**config.mk**
```make
export PLATFORM = sky130hd
export DESIGN_NAME = gpio_analog_port
export DESIGN_NICKNAME = d
export VERILOG_FILES = /design/src/rtl/gpio_pkg.sv /design/src/rtl/gpio_ctrl.sv /design/src/rtl/gpio_datapath.sv /design/src/rtl/gpio_analog_port.sv
export SDC_FILE = /design/constraint.sdc
export NUM_CORES = 1
export LEC_CHECK = 0
export ABC_AREA = 1
export BUFFER_PORTS_ARGS = -buffer_cell sky130_fd_sc_hd__clkbuf_2
export CORE_ASPECT_RATIO = 1.75
export CORE_MARGIN = 2
export CORE_UTILIZATION = 35
export DETAILED_ROUTE_END_ITERATION = 8
export PLACE_DENSITY_LB_ADDON = 0.3
export SLEW_MARGIN = 10
export SYNTH_ARGS = -nofsm -noshare
export SYNTH_HDL_FRONTEND = slang
export SYNTH_HIERARCHICAL = 1
export SYNTH_SLANG_ARGS = --single-unit
```
**constraint.sdc**
```tcl
create_clock -name clk -period 3.26 [get_ports clk]
set_input_delay 0.652 -clock clk [delete_from_list [all_inputs] [get_ports clk]]
set_output_delay 0.652 -clock clk [all_outputs]
set_load 0.05 [all_outputs]
```
**src/rtl/gpio_pkg.sv**
```systemverilog
package gpio_pkg;
  // One-cycle strobes from the bus decoder to the datapath
  typedef struct packed {
    logic dataWr;
    logic dirWr;
    logic dataRd;
    logic dirRd;
  } gpio_strb_t;
endpackage

```
**src/rtl/gpio_ctrl.sv**
```systemverilog
module gpio_ctrl
  import gpio_pkg::*;
#(
  parameter int ADDR_W = 16,
  parameter logic [ADDR_W-1:0] DATA_OFS = 16'h0441,
  parameter logic [ADDR_W-1:0] DIR_OFS  = 16'h0445
) (
  input  logic              clk,
  input  logic              rstN,
  input  logic [ADDR_W-1:0] busAddr,
  input  logic              busWrEn,
  input  logic              busRdEn,
  output gpio_strb_t        strb
);
  logic hitData, hitDir;

  always_comb begin
    hitData     = (busAddr == DATA_OFS);
    hitDir      = (busAddr == DIR_OFS);
    strb.dataWr = busWrEn && hitData;
    strb.dirWr  = busWrEn && hitDir;
    strb.dataRd = busRdEn && hitData;
    strb.dirRd  = busRdEn && hitDir;
  end

  // a single access decodes to at most one read and one write target
  p_one_target_r7: assert property (@(posedge clk) disable iff (!rstN)
    $countones({strb.dataWr, strb.dirWr}) <= 1 && $onehot0({strb.dataRd, strb.dirRd}));
endmodule

```
**src/rtl/gpio_datapath.sv**
```systemverilog
module gpio_datapath
  import gpio_pkg::*;
#(
  parameter int WIDTH       = 8,
  parameter int SYNC_STAGES = 2,
  localparam int CH_W       = $clog2(WIDTH)
) (
  input  logic             clk,
  input  logic             rstN,
  input  gpio_strb_t       strb,
  input  logic [WIDTH-1:0] wrData,
  input  logic             anaEn,
  input  logic [CH_W-1:0]  anaChan,
  input  logic [WIDTH-1:0] pinIn,
  output logic [WIDTH-1:0] rdData,
  output logic [WIDTH-1:0] pinOut,
  output logic [WIDTH-1:0] pinOe
);
  logic [WIDTH-1:0] latchQ;
  logic [WIDTH-1:0] dirQ;
  logic [WIDTH-1:0] syncQ [SYNC_STAGES];
  logic [WIDTH-1:0] anaMask;
  logic [WIDTH-1:0] pinView;

  // Output latch: no reset, writable at any time
  always_ff @(posedge clk) begin
    if (strb.dataWr) latchQ <= wrData;
  end

  always_ff @(posedge clk or negedge rstN) begin
    if (!rstN)           dirQ <= '0;
    else if (strb.dirWr) dirQ <= wrData;
  end

  // Input synchroniser chain
  generate
    for (genvar s = 0; s < SYNC_STAGES; s++) begin : g_sync
      always_ff @(posedge clk or negedge rstN) begin
        if (!rstN) syncQ[s] <= '0;
        else if (s == 0) syncQ[s] <= pinIn;
        else syncQ[s] <= syncQ[(s == 0) ? 0 : s-1];
      end
    end
    for (genvar i = 0; i < WIDTH; i++) begin : g_ana
      assign anaMask[i] = anaEn && (anaChan == CH_W'(i));
    end
  endgenerate

  always_comb begin
    pinView = ((latchQ & dirQ) | (syncQ[SYNC_STAGES-1] & ~dirQ)) & ~anaMask;
    pinOut  = latchQ;
    pinOe   = dirQ & ~anaMask;
    rdData  = '0;
    if (strb.dataRd)     rdData = pinView;
    else if (strb.dirRd) rdData = dirQ;
  end

  // a direction write never disturbs the driven value
  p_dir_wr_stable_r11: assert property (@(posedge clk) disable iff (!rstN)
    strb.dirWr |=> $stable(pinOut));
  // a latch write appears on pinOut one cycle later
  p_latch_follow_r4: assert property (@(posedge clk) disable iff (!rstN)
    strb.dataWr |=> pinOut == $past(wrData));
  // after a direction write, only pins written with 1 may drive
  p_oe_subset_r1: assert property (@(posedge clk) disable iff (!rstN)
    strb.dirWr |=> (pinOe & ~$past(wrData)) == '0);
  // a direction read returns exactly the enables plus any overridden bit
  p_dir_read_r10: assert property (@(posedge clk) disable iff (!rstN)
    strb.dirRd |-> (rdData & ~anaMask) == pinOe);
endmodule

```
**src/rtl/gpio_analog_port.sv**
```systemverilog
module gpio_analog_port
  import gpio_pkg::*;
#(
  parameter int WIDTH       = 8,
  parameter int ADDR_W      = 16,
  parameter int SYNC_STAGES = 2,
  parameter logic [ADDR_W-1:0] DATA_OFS = 16'h0441,
  parameter logic [ADDR_W-1:0] DIR_OFS  = 16'h0445,
  localparam int CH_W       = $clog2(WIDTH)
) (
  input  logic              clk,
  input  logic              rstN,
  input  logic [ADDR_W-1:0] busAddr,
  input  logic              busWrEn,
  input  logic              busRdEn,
  input  logic [WIDTH-1:0]  busWrData,
  output logic [WIDTH-1:0]  busRdData,
  input  logic              anaEn,
  input  logic [CH_W-1:0]   anaChan,
  input  logic [WIDTH-1:0]  pinIn,
  output logic [WIDTH-1:0]  pinOut,
  output logic [WIDTH-1:0]  pinOe
);
  gpio_strb_t strb;

  gpio_ctrl #(.ADDR_W(ADDR_W), .DATA_OFS(DATA_OFS), .DIR_OFS(DIR_OFS)) u_ctrl (
    .clk(clk), .rstN(rstN), .busAddr(busAddr),
    .busWrEn(busWrEn), .busRdEn(busRdEn), .strb(strb));

  gpio_datapath #(.WIDTH(WIDTH), .SYNC_STAGES(SYNC_STAGES)) u_dp (
    .clk(clk), .rstN(rstN), .strb(strb), .wrData(busWrData),
    .anaEn(anaEn), .anaChan(anaChan), .pinIn(pinIn),
    .rdData(busRdData), .pinOut(pinOut), .pinOe(pinOe));

  // the claimed pin never drives
  p_ana_no_drive_r8: assert property (@(posedge clk) disable iff (!rstN)
    anaEn |-> !pinOe[anaChan]);
  // nothing is returned without a read strobe
  p_idle_read_zero_r7: assert property (@(posedge clk) disable iff (!rstN)
    !busRdEn |-> busRdData == '0);
endmodule

```
# After elaboration in Yosys (flattened, before gate mapping)
# Cells that the tools add are included.
# op_classes
mux,2
n_eq_ne,9
bitwise,7
n_reduce_logical,13
# op_table
op,n
8-bit AND,4
16-bit by 11-bit == test with 1-bit output (second input constant),2
8-bit 2-to-1 mux,2
8-bit inverter,2
3-bit == test (second input constant),4
1-bit logical AND,12
8-bit OR,1
3-bit by 2-bit == test with 1-bit output (second input constant),2
3-bit by 1-bit == test with 1-bit output (second input constant),1
3-bit zero test,1
# totals
input_bits,40
output_inout_bits,24
word_cells,35
ff_bits,32

# Depth between registers and ports, before layout
# logic_depth
depth_word,5
ltp_mapped,10
ltp_nobuf,10

# Cells and area by module
# Netlist, hierarchy kept.
# modules_own_cells
mod,cells_each,area_per_inst_um2,instances,seq_area_each_um2
gpio_datapath,135,1301.2,1,840.8
gpio_ctrl,29,113.9,1,0.0

# Least setup slack after synthesis
# Ideal clock, no wire load.
# synth_path
path_type,input-to-output
start,input busAddr[15]
end,output busRdData[0]
slack_ns,0.958
t_required_ns,2.608
arrival_time_ns,1.650
path_buffers,0
stages,9
path_cell_list,nor2_1 nand2_1 nor2_2 nand2_1 nor2_1 inv_1 nor2_8 nand2_1 nand2_1
# synth_lines
element,line,text
"start, declared",gpio_analog_port.sv:13,"input logic [ADDR_W-1:0] busAddr,"
"end, declared",gpio_analog_port.sv:17,"output logic [WIDTH-1:0] busRdData,"

==> out/qor.csv <==
metric,value,unit
run status,"finished, final reports clean",
fraction of layout cells with a size suffix above 1,34.04,%
Leak,0.9990,nW
Tot GR Track Use,15.56,%
hold path cells,0,
Mean Syn Cell Area,8.629,um^2
Starting Density,36.60,%
crit path launch type,input pin,
origin of the worst min-delay path,u_dp/syncQ[15]$_DFF_PN0_,
DRC Markers,0,
CTS Buf Count,5,
Area Growth Syn to Fin,33.60,%
Skew-Pair Late Insertion Delay,0.28,ns
CP max stage delay,0.27,ns
r2r endpoint,u_dp/dirQ[5]$_DFFE_PN0P_,
wire length of the first global-routing pass,5.147,mm
final hold slack,0.3464,ns
Most common cell on crit path,nand2_1,
syn nets,204,
initial antenna violation count,0,
post-synth top area cell,dfrtp_1,
Placed Area,1783,um^2
# Post-CTS Setup Buffers,0,
final WL,3.184,mm
Die Wd,52.07,um
Clock Pin Slew Worst Setup and Hold Paths,0.06,ns
CP Cell Sequence,"clkbuf_2, nor2_1, nand2_1, nor2_2, nand2_1, nor2_1, inv_1, nor2_8, nand2_1, nand2_1, clkbuf_2",
RD Place Congestion,0.7403,
post-route clock period utilization,76.06,%
setup TNS,0,ns
Fillers,426,
clock root cell,clkbuf_8,
CP max-delay cell,clkbuf_2,
Crit Path Max Fanout,8,
VDD IR-drop max,0.3176,mV
hpwl dp,2.494,mm
synth unique cells,13,
max-capacitance violation count,0,
post-route cell area,1891,um^2
first-iteration detailed-routing DRC count,21,
Core Rows,30,
synthesized instance count,164,
wire per inst,11.25,um
Post-CTS Resized,0,
CTS H-tree depth,2,
part of the Yosys area used for sequential elements,59.42,%
FF-to-FF path depth,2,
Finish-stage setup viols,0,
fin util,48.90,%
Yosys Warn Count,6,
worst setup path class,in -> out,
core footprint,3866,um^2
area of the multi-input gates,476.7,um^2
share of the synthesized area in the top cell type,42.44,%
Slew @ Worst Pin,0.9000,ns
r2r setup slk,2.58,ns
RSZ-0062 raised after global routing,no,
grt total ovfl,0,
Mapped Area,1415,um^2
pin count of the biggest net entering global routing,25,
clk sink count,32,
launch point of the worst path,busAddr[13],
NumNets Final,274,
CTS tree,done,
Slew HR,39.78,%
Clock Path Buffers,2,
DRT Pass-1 Iters,4,
FMAX,403.3,MHz
PortBufs,63,
Worst EP arrival,1.83,ns
Critical R2R Launch,u_dp/dirQ[5]$_DFFE_PN0P_,
WHS Endpoint,u_dp/syncQ[7]$_DFF_PN0_,
Crit path required time,2.61,ns
die footprint,4588,um^2
Ports,64,
die height,88.12,um
diode count,0,
#FFs+latches synth,32,
vias per cell,4.389,
CP Capture Type,output pin,
Final Critical Period,2.480,ns
Hold Crit Class,reg -> reg,
endpoints failing hold,0,
clk_skew,0.007613,ns
Power Density,447.1,nW/um^2
total number of vias,1242,
largest cells by area after synthesis,"dfrtp_1 42%, nand2_1 17%, edfxtp_1 17%",
Final ANT Viol Nets,0,
# hold bufs at CTS,0,
final slew viol count,0,
via count of the first global-routing pass,1196,
register cell area after layout,840.8,um^2
[state kept, by name (all words and copies together), names as in the netlist]
name / cells
u_dp/dirQ: 8
u_dp/pinOut: 8
u_dp/syncQ: 16
[synthesized netlist by cell type (all sizes together)]
master / number
buf: 2
nand3: 8
edfxtp: 8
nand2: 65
inv: 20
nor2: 21
a21oi: 8
o21ai: 8
dfrtp: 24
[metal layers]
layer  routed length (um)  up-vias  share of wire (%)  global-route usage (%)
li1                     -      647                  -                       -
met3                  159        5                5.0                   3.413
met4                   44        0                1.4                   7.177
met2                 1829       29                 57                   28.08
met1                 1150      561                 36                   16.72
met5                    0        -                  0                       0
[cell type report]
cell class                      instances  share of cell area (%)
Clock inverter                          2                   1.853
Clock buffer                            6                   3.839
Tap cell                               48                   3.177
Multi-Input combinational cell        110                   25.22
Sequential cell                        32                   44.47
Inverter                               20                   3.971
Timing Repair Buffer                   65                   17.47
[power breakdown]
| group | leakage [nW] | total, mW | switching [mW] | internal, mW |
|---|---|---|---|---|
| Combinational | 0.616 | 0.0613 | 0.0374 | 0.0239 |
| Sequential | 0.328 | 0.423 | 0.00234 | 0.421 |
| Clock | 0.0552 | 0.361 | 0.134 | 0.226 |
| Total | 0.999 | 0.845 | 0.174 | 0.671 |
[per-stage QoR]
stage,instances,power [mW],setup WS [ns]
detailed placement,275,0.4936,0.7497
floorplan,164,0.4557,0.9579
CTS,283,0.8589,0.7444
finish,283,0.8452,0.7803
global route,283,0.8813,0.5896
global placement,275,0.4929,0.7506
[cells in the final DEF, fill, tap and decap left out, types with 2 or more instances in the layout]
master / count
nand2_1: 65
clkbuf_2: 63
dfrtp_1: 24
inv_1: 18
nor2_1: 15
nand3_1: 8
a21oi_1: 8
o21ai_1: 8
edfxtp_1: 8
clkbuf_8: 5
nor2_2: 4
inv_2: 2
buf_4: 2
[worst max-delay path, delay by kind of cell]
family | cells | cell delay (ns)
buffers and inverters | 3 | 0.44
and+or+nand+nor | 8 | 0.73
[kinds of logic after synthesis]
group	Yosys count	share of synthesized area, %
buffers and inverters	22	6.896
AOI/OAI and AO/OA	16	5.659
DFF	32	59.42
and+or+nand+nor	94	28.03
[how the worst max path moves through the flow]
stage	end	slack [ns]
finish	busRdData[1]	0.78
global route	busRdData[1]	0.59
CTS	busRdData[1]	0.74
detailed placement	busRdData[1]	0.75
global placement	busRdData[2]	0.75
floorplan	busRdData[0]	0.96
Note: power is estimated with default switching activity, not from simulation.
